--- config.mk ---
export PLATFORM = sky130hd
export DESIGN_NAME = potbank_top
export DESIGN_NICKNAME = d
export VERILOG_FILES = /design/src/rtl/potbank_pkg.sv /design/src/rtl/potbank_store.sv /design/src/rtl/potbank_busy.sv /design/src/rtl/potbank_wiper.sv /design/src/rtl/potbank_top.sv
export SDC_FILE = /design/constraint.sdc
export NUM_CORES = 1
export LEC_CHECK = 0
export BUFFER_PORTS_ARGS = -buffer_cell sky130_fd_sc_hd__clkbuf_2
export CAP_MARGIN = 20
export CORE_MARGIN = 4
export CORE_UTILIZATION = 47
export DETAILED_ROUTE_END_ITERATION = 10
export GPL_ROUTABILITY_DRIVEN = 0
export GPL_TIMING_DRIVEN = 0
export PLACE_DENSITY_LB_ADDON = 0.15
export SETUP_SLACK_MARGIN = 0.05
export SKIP_CTS_REPAIR_TIMING = 1
export SLEW_MARGIN = 20
export SYNTH_ARGS = -nofsm -noshare
export SYNTH_HDL_FRONTEND = slang
export SYNTH_SLANG_ARGS = --single-unit
--- constraint.sdc ---
create_clock -name clk -period 3 [get_ports clk]
set_clock_uncertainty 0.1 [all_clocks]
set_input_delay 0.6 -clock clk [delete_from_list [all_inputs] [get_ports clk]]
set_output_delay 0.6 -clock clk [all_outputs]
set_load 0.03 [all_outputs]
--- src/rtl/potbank_pkg.sv ---
package potbank_pkg;
    localparam int CH_N   = 4;
    localparam int SLOT_N = 4;
    localparam int VAL_W  = 6;
    localparam int CH_W   = $clog2(CH_N);
    localparam int SLOT_W = $clog2(SLOT_N);
    localparam int TAPS   = 1 << VAL_W;

    typedef enum logic [2:0] {
        OP_RD_WIPER = 3'd0,
        OP_WR_WIPER = 3'd1,
        OP_RD_SLOT  = 3'd2,
        OP_WR_SLOT  = 3'd3,
        OP_SAVE     = 3'd4,
        OP_RESTORE  = 3'd5,
        OP_STEP_UP  = 3'd6,
        OP_STEP_DN  = 3'd7
    } op_e;

    typedef struct packed {
        logic              valid;
        op_e               op;
        logic [CH_W-1:0]   chan;
        logic [SLOT_W-1:0] slot;
        logic [VAL_W-1:0]  data;
    } cmd_t;

    function automatic logic writes_slot(op_e op);
        return (op == OP_WR_SLOT) || (op == OP_SAVE);
    endfunction

    function automatic logic is_read(op_e op);
        return (op == OP_RD_WIPER) || (op == OP_RD_SLOT);
    endfunction
endpackage

--- src/rtl/potbank_store.sv ---
module potbank_store
    import potbank_pkg::*;
(
    input  logic                                   clk,
    input  logic                                   init,
    input  logic                                   we,
    input  logic [CH_W-1:0]                        wchan,
    input  logic [SLOT_W-1:0]                      wslot,
    input  logic [VAL_W-1:0]                       wdata,
    output logic [CH_N-1:0][SLOT_N-1:0][VAL_W-1:0] q
);
    always_ff @(posedge clk) begin
        if (init) begin
            q <= '0;
        end else if (we) begin
            q[wchan][wslot] <= wdata;
        end
    end

    AST_STORE_HOLD: assert property (@(posedge clk) disable iff (init)
        !we |=> $stable(q));
endmodule

--- src/rtl/potbank_busy.sv ---
module potbank_busy #(
    parameter int BUSY_CYC = 5
) (
    input  logic clk,
    input  logic rst,
    input  logic start,
    output logic busy
);
    localparam int CW = $clog2(BUSY_CYC + 1);
    logic [CW-1:0] cnt;

    always_ff @(posedge clk) begin
        if (rst) begin
            cnt <= '0;
        end else if (start) begin
            cnt <= CW'(BUSY_CYC);
        end else if (cnt != '0) begin
            cnt <= cnt - 1'b1;
        end
    end

    assign busy = (cnt != '0);

    AST_BUSY_START: assert property (@(posedge clk) disable iff (rst)
        start |=> busy);
endmodule

--- src/rtl/potbank_wiper.sv ---
module potbank_wiper
    import potbank_pkg::*;
(
    input  logic             clk,
    input  logic             rst,
    input  logic [VAL_W-1:0] reset_val,
    input  logic             ld_en,
    input  logic [VAL_W-1:0] ld_val,
    input  logic             step_up,
    input  logic             step_dn,
    output logic [VAL_W-1:0] wiper,
    output logic [TAPS-1:0]  tap
);
    localparam logic [VAL_W-1:0] TOP = '1;

    always_ff @(posedge clk) begin
        if (rst) begin
            wiper <= reset_val;
        end else if (ld_en) begin
            wiper <= ld_val;
        end else if (step_up && wiper != TOP) begin
            wiper <= wiper + 1'b1;
        end else if (step_dn && wiper != '0) begin
            wiper <= wiper - 1'b1;
        end
    end

    always_comb begin
        tap        = '0;
        tap[wiper] = 1'b1;
    end

    AST_TAP_ONE: assert property (@(posedge clk) disable iff (rst)
        $countones(tap) == 1);
    AST_INC_SAT: assert property (@(posedge clk) disable iff (rst)
        (step_up && !ld_en && wiper == TOP) |=> wiper == TOP);
    AST_DEC_SAT: assert property (@(posedge clk) disable iff (rst)
        (step_dn && !ld_en && wiper == '0) |=> wiper == '0);
    AST_RESET_LOAD: assert property (@(posedge clk) disable iff (!rst)
        rst |=> wiper == $past(reset_val));
endmodule

--- src/rtl/potbank_top.sv ---
module potbank_top
    import potbank_pkg::*;
#(
    parameter int BUSY_CYC = 5
) (
    input  logic                   clk,
    input  logic                   rst,
    input  logic                   store_init,
    input  logic                   cmd_valid,
    input  logic [2:0]             cmd_op,
    input  logic [CH_W-1:0]        cmd_chan,
    input  logic [SLOT_W-1:0]      cmd_slot,
    input  logic [VAL_W-1:0]       cmd_data,
    output logic [VAL_W-1:0]       rd_data,
    output logic                   rd_valid,
    output logic                   busy,
    output logic                   err,
    output logic [CH_N*TAPS-1:0]   tap_sel
);
    cmd_t cmd;
    logic acc;
    logic [CH_N-1:0][SLOT_N-1:0][VAL_W-1:0] slot_q;
    logic [CH_N-1:0][VAL_W-1:0] wiper;
    logic [VAL_W-1:0] ld_val;
    logic slot_we;

    always_comb begin
        cmd.valid = cmd_valid;
        cmd.op    = op_e'(cmd_op);
        cmd.chan  = cmd_chan;
        cmd.slot  = cmd_slot;
        cmd.data  = cmd_data;
    end

    assign acc     = cmd.valid && !busy && !rst;
    assign slot_we = acc && writes_slot(cmd.op);
    assign ld_val  = (cmd.op == OP_WR_WIPER) ? cmd.data : slot_q[cmd.chan][cmd.slot];

    potbank_store u_store (
        .clk   (clk),
        .init  (store_init),
        .we    (slot_we),
        .wchan (cmd.chan),
        .wslot (cmd.slot),
        .wdata ((cmd.op == OP_WR_SLOT) ? cmd.data : wiper[cmd.chan]),
        .q     (slot_q)
    );

    potbank_busy #(.BUSY_CYC(BUSY_CYC)) u_busy (
        .clk   (clk),
        .rst   (rst),
        .start (slot_we),
        .busy  (busy)
    );

    for (genvar c = 0; c < CH_N; c++) begin : g_ch
        logic hit;
        assign hit = acc && (cmd.chan == CH_W'(c));
        potbank_wiper u_wiper (
            .clk       (clk),
            .rst       (rst),
            .reset_val (slot_q[c][0]),
            .ld_en     (hit && (cmd.op == OP_WR_WIPER || cmd.op == OP_RESTORE)),
            .ld_val    (ld_val),
            .step_up   (hit && cmd.op == OP_STEP_UP),
            .step_dn   (hit && cmd.op == OP_STEP_DN),
            .wiper     (wiper[c]),
            .tap       (tap_sel[c*TAPS +: TAPS])
        );
    end

    always_ff @(posedge clk) begin
        if (rst) begin
            rd_valid <= 1'b0;
            rd_data  <= '0;
            err      <= 1'b0;
        end else begin
            rd_valid <= acc && is_read(cmd.op);
            if (acc && is_read(cmd.op)) begin
                rd_data <= (cmd.op == OP_RD_WIPER) ? wiper[cmd.chan]
                                                   : slot_q[cmd.chan][cmd.slot];
            end
            if (cmd.valid && busy) begin
                err <= 1'b1;
            end
        end
    end

    AST_RD_LATE: assert property (@(posedge clk) disable iff (rst)
        (acc && is_read(cmd.op)) |=> rd_valid);
    AST_ERR_STICKY: assert property (@(posedge clk) disable iff (rst)
        err |=> err);
    AST_BUSY_DROP: assert property (@(posedge clk) disable iff (rst)
        (cmd_valid && busy) |=> err);
endmodule

---- Yosys cells after proc, flatten, opt, wreduce, memory -nomap -nowiden ----
Index checks and enable logic that the tools add are counted.
word-level totals
  bits in registers ....................... 131
cells by class
  add/sub/neg operators ................... 9
  magnitude comparators ................... 12
  equality and inequality tests ........... 14
  multiplexer cells ....................... 40
  reduce and logical (&&, ||, !) cells .... 53
operators with widths
  cell                                                                           count
  6-bit 2-to-1 mux                                                               22
  96-bit bitwise mux                                                             1
  24-bit binary-select mux with 2-bit select                                     1
  24-bit demux with 2-bit select                                                 1
  24-bit 2-to-1 mux                                                              2
  1-bit logical AND                                                              35
  6-bit by 7-bit less-than comparator with 1-bit output (second input constant)  4
  6-bit by 1-bit adder with 6-bit output (second input constant)                 4
  6-bit binary-select mux with 2-bit select                                      2
  1-bit demux with 6-bit select                                                  4
  6-bit by 1-bit >= comparator with 1-bit output (second input constant)         4
  6-bit inequality test (second input constant)                                  4
  6-bit nonzero test                                                             4
  6-bit by 1-bit subtractor with 6-bit output (second input constant)            4
  4-bit nonzero test                                                             4
  6-bit demux with 2-bit select                                                  1
  3-bit equality test (second input constant)                                    4
  3-bit by 2-bit equality test with 1-bit output (second input constant)         2
  2-bit by 3-bit less-than comparator with 1-bit output (second input constant)  2
  3-bit 2-to-1 mux                                                               2
  2-bit equality test (second input constant)                                    2
  2-bit by 1-bit >= comparator with 1-bit output (second input constant)         2
  1-bit 2-to-1 mux                                                               4
  3-bit by 1-bit equality test with 1-bit output (second input constant)         1
  other kinds (9)                                                                12

---- Logic depth before layout (Yosys ltp) ----
  depth in word-level cells ............... 11
  gate-level depth with buffers ........... 13
  mapped depth without buffers ............ 12

---- Hierarchy ----
Synthesis repeated with hierarchy kept, for this count alone.
second synthesis, totals
  cells, all modules ...................... 1,115
  area, all modules ....................... 9,641.7 sq um
by module, submodules not included
  module                               times used  cells an instance  area each (sq um)
  potbank_store                        1           350                3,912.5
  potbank_wiper (g_ch[0].u_wiper ...)  2           145                963.4
  potbank_top                          1           166                1,716.6
  potbank_wiper (g_ch[2].u_wiper)      1           145                959.7
  potbank_wiper (g_ch[3].u_wiper)      1           146                955.9
  potbank_busy                         1           18                 170.2

---- Worst setup path before layout ----
No wires, ideal clock.
  kind .................................... input-to-reg
  start ................................... input port cmd_op[1]
  end ..................................... register g_ch[0].u_wiper.wiper[5] (data pin)
  data arrival time ....................... 2.656 ns
  setup slack ............................. -0.017 ns
  stages on the path ...................... 9
  cell sequence ........................... clkbuf_1 nor4bb_1 o211ai_1 ha_1 a211oi_1 o21bai_1 a21oi_1 xnor2_1 a221o_1
between the ends
  cells in the longest elaborated chain, start to end .. 6
ends and longest elaborated chain
  what                  line                 text
  start, declared       potbank_top.sv:10    input logic [2:0] cmd_op,
  3-bit equality test   potbank_top.sv:65    .step_up (hit && cmd.op == OP_STEP_UP),
  1-bit logical AND     potbank_top.sv:65
  1-bit logical AND     potbank_wiper.sv:21  end else if (step_up && wiper != TOP) begin
  6-bit 2-to-1 mux      potbank_wiper.sv:21
  6-bit 2-to-1 mux *    potbank_wiper.sv:19  end else if (ld_en) begin
  6-bit 2-to-1 mux *    potbank_wiper.sv:17  if (rst) begin
  end signal, assigned  potbank_wiper.sv:18  wiper <= reset_val;
  end signal, assigned  potbank_wiper.sv:20  wiper <= ld_val;
  end signal, assigned  potbank_wiper.sv:22  wiper <= wiper + 1'b1;
  end, declared         potbank_wiper.sv:11  output logic [VAL_W-1:0] wiper,
Mark *: on every way between the ends. The rest lies on a longest branch, timed or not.
A chain may end at the register's enable or synchronous reset.

---- Final worst setup path ----
  start ................................... register u_busy.cnt[1]
  end ..................................... register g_ch[0].u_wiper.wiper[5] (data pin)
between the ends
  cells in the longest elaborated chain, start to end .. 10
ends and longest elaborated chain
  what                               line                 text
  start, declared                    potbank_busy.sv:10   logic [CW-1:0] cnt;
  start signal, assigned             potbank_busy.sv:16   cnt <= CW'(BUSY_CYC);
  start signal, assigned             potbank_busy.sv:18   cnt <= cnt - 1'b1;
  3-bit nonzero test *               potbank_busy.sv:22   assign busy = (cnt != '0);
  1-bit logical NOT *                potbank_top.sv:35    assign acc = cmd.valid && !busy && !rst;
  1-bit logical AND * (2 in series)  potbank_top.sv:35
  1-bit logical AND *                potbank_top.sv:58    assign hit = acc && (cmd.chan == CH_W'(c));
  1-bit logical AND                  potbank_top.sv:65
  1-bit logical AND                  potbank_wiper.sv:21
  6-bit 2-to-1 mux                   potbank_wiper.sv:21
  6-bit 2-to-1 mux *                 potbank_wiper.sv:19
  6-bit 2-to-1 mux *                 potbank_wiper.sv:17
Marks and branches as above.

==> flow_summary_export.csv <==
group,metric,value,unit
run_status,outcome,"finished clean",
cts,clk_path_buf_depth,2,
routing,routed_via_density,5.85,
routing,wl_met2,16.4,mm
critical_path,r2r_cells,12,
global_route,antenna_found_initial,0,
finish,syn_to_final_growth,30.2,%
floorplanning,die_area,20700,um^2
critical_path,cp_cell_sequence,"inv_2, ha_4, ha_4, and4bb_4, o211ai_1, buf_4, ha_1, a211oi_1, o21bai_1, a21oi_1, xnor2_1, a221o_1",
sta,finalSetupViolCount,0,
cts,cts_tree,"built",
sta,worst-slew-pin-transition,0.995,ns
cts,cts_buffers,17,
critical_path,critPathKind,"reg -> reg",
placement,dp_hpwl,25.1,mm
critical_path,reg2reg_slack,0.005,ns
finish,diodes,0,
synth,syn_nets,1094,
global_route,grt_pass1_wl,48.7,mm
routing,drt-total-wl,33.3,mm
sta,fin_crit_sh,99.8,%
finish,final_area,11300,um^2
sta,drv_slew,0,
critical_path,critPathBufInv,2,
critical_path,crit_start,"u_busy.cnt[1]",
cts,clk_latency,0.43,ns
synth,ys_seq_elements,131,
critical_path,crit_path_max_fanout,5,
routing,wl_per_cell,20.7,um
pwr,max-vdd-ir-drop,0.451,mV
critical_path,r2r_end,"g_ch[0].u_wiper.wiper[5]",
cts,htreeDepth,4,
critical_path,cp-endpoint,"g_ch[0].u_wiper.wiper[5]",
critical_path,worstPathRequired,3.07,ns
floorplanning,coreArea,18000,um^2
sta,relSlewSlack,31.8,%
critical_path,crit_family,"compound AO/OA/AOI/OAI gates",
global_route,track_usage,30.6,%
critical_path,rr_startpoint,"u_busy.cnt[1]",
finish,drive_gt1_share,34.0,%
synth,postSynthCellCount,1054,
pwr,p_leak,0.00453,uW
sta,hold_viol,0,
sta,clock.fmax,0.334,GHz
cts,root_buffer,"clkbuf_16",
critical_path,worst-path-stages,12,
critical_path,worstPathArrival,3.07,ns
critical_path,end_kind,"register",
floorplanning,start_util,48.1,%
floorplanning,ioPinCount,282,
synth,ys_warn_count,0,
routing,drc,0,
worst_hold_path,min_path_type,"reg -> reg",
critical_path,slowest_delay,0.34,ns
synth,ys_async_sr_fraction,0,%
synth,synth_edf_count,24,
critical_path,cp_common_cell,"ha_4",
synth,yosysSeqAreaShare,33.0,%
critical_path,start_kind,"register",
critical_path,cp_slowest_cell,"and4bb_4",
floorplanning,die_h,144,um
floorplanning,num_rows,49,
routing,via_count,9403,
sta,rsz0062_at_grt,"yes",
sta,tns,0,ns
flow_run,drv_cap,0,
routing,drtPass1Iterations,5,
routing,wl_met3,2.39,mm
global_route,grt_max_degree,17,
placement,place_area,10300,um^2
pwr,totalPowerFinal,5710,uW
routing,drt_iter0_drc,727,
synth,synth_cell_types,64,
routing,top_layer,"met4",
cts,cts.reportedPaths.clkPinSlew,0.05,ns
finish,final_nets,1405,
global_route,grt_overflow,0,
cts,cts_sinks,131,
synth,synth_top_flop_cell,"dfxtp_1",
synth,post_synth.cell_area_avg,8.22,um^2
placement,io_buffers,277,
synth,synth_area,8660,um^2
sta,min_period,3.00,ns
routing,wl_met1,13.0,mm
routing,ant_nets,0,
pwr,powerDensity,507,nW/um^2
global_route,grt_pass1_vias,8568,
floorplanning,die_x,144,um
[worst min-delay path by stage]
stage / start / endpoint / slack, ns / depth (start not counted)
after floorplan: u_busy.cnt[0] / u_busy.cnt[0] / 0.34 / 1
after global placement: u_busy.cnt[0] / u_busy.cnt[0] / 0.35 / 1
after detailed placement: u_busy.cnt[0] / u_busy.cnt[0] / 0.36 / 1
after CTS: u_busy.cnt[0] / u_busy.cnt[0] / 0.37 / 1
after global routing: u_store.q[60] / u_store.q[60] / 0.41 / 2
final: err / err / 0.38 / 2
[power breakdown]
part | total, uW | internal [uW] | switching [uW]
Sequential | 1930 | 1880 | 46.1
Combinational | 1670 | 564 | 1110
Clock | 2120 | 1350 | 768
[layer usage]
metal | GRT usage [%] | vias to the layer above
met5 | 0 | -
met4 | 15.5 | 0
met3 | 5.29 | 107
met2 | 52.2 | 447
met1 | 37.0 | 4435
li1 | - | 4414
[Yosys cell counts, drive strengths merged, types with 2 or more instances]
cell type  number  area [um^2]
nor2          363         1370
dfxtp         107         2140
a211oi         78          598
clkbuf         59          221
buf            51          297
a21oi          37          185
mux4           30          687
nand2          28          110
a221o          25          250
edfxtp         24          721
nand3b         23          173
ha             19          238
a311oi         18          158
or3b           18          158
a32o           15          150
nand3          14         70.1
xnor2          12          105
or3            11         68.8
a22oi          10         80.1
inv             9         33.8
o211ai          9         72.6
a21o            8         60.1
nor3b           8         60.1
xor2            8         70.1
mux2i           7         70.1
nor2b           7         43.8
o21ai           7         35.0
or2             7         43.8
a21boi          4         30.0
a32oi           4         35.0
fa              4         80.1
o21bai          4         30.0
o311ai          4         35.0
and2            3         18.8
nand2b          3         21.3
and4b           2         20.0
nor4            2         18.8
[cells in the final DEF (no fill, tap or decap), drive strengths merged, types with 9 or more instances in the layout]
cell	instances
inv	11
mux4	30
or3	11
nor2	363
a22oi	10
a221o	25
ha	19
a21oi	37
xnor2	12
a211oi	78
a32o	15
or3b	18
nand3b	23
clkbuf	359
nand3	14
edfxtp	24
nand2	28
a311oi	18
dfxtp	107
o211ai	9
buf	69
[flip-flops by register name, indices dropped and copies added (netlist names)]
signal	flops
u_store.q	96
err	1
rd_data	6
g_ch.u_wiper.wiper	24
rd_valid	1
u_busy.cnt	3
[worst min-delay path: cells and delay by family, from the launching register on]
family	cells	cell delay [ns]
AND/OR/NAND/NOR	1	0.08
AO/OA/AOI/OAI	1	0.04
flip-flops	1	0.32
[through the flow]
stage	cells	worst slack (ns)	utilization, %	hold WS, ns
finish	1607	0.00484	62.6	0.383
CTS	1592	-0.374	60.8	0.371
global placement	1560	-0.595	57.4	0.351
floorplan	1054	0.0565	-	0.336
global route	1607	-0.0865	62.6	0.410
detailed placement	1560	-0.642	57.4	0.360
[final cells by class]
cell class              instances  area, um^2
repair buffers                297        1540
well taps                     229         287
fillers                      1635        6750
clock buffers                  26         552
inverters                      10        37.5
clock inverters                 6        60.1
multi-input cells             803        5410
flip-flops and latches        131        2860
plain buffers                 105         528
[cell families after synthesis]
group                    Yosys count  share of synthesized area, %
AND/OR/NAND/NOR                  494                          25.6
flip-flops                       131                          33.0
multiplexers                      38                          8.87
AO/OA/AOI/OAI                    228                          20.4
buffers and inverters            120                          6.41
adder cells (fa/ha/maj)           23                          3.67
XOR/XNOR                          20                          2.02
(Power assumes the default switching activity.)
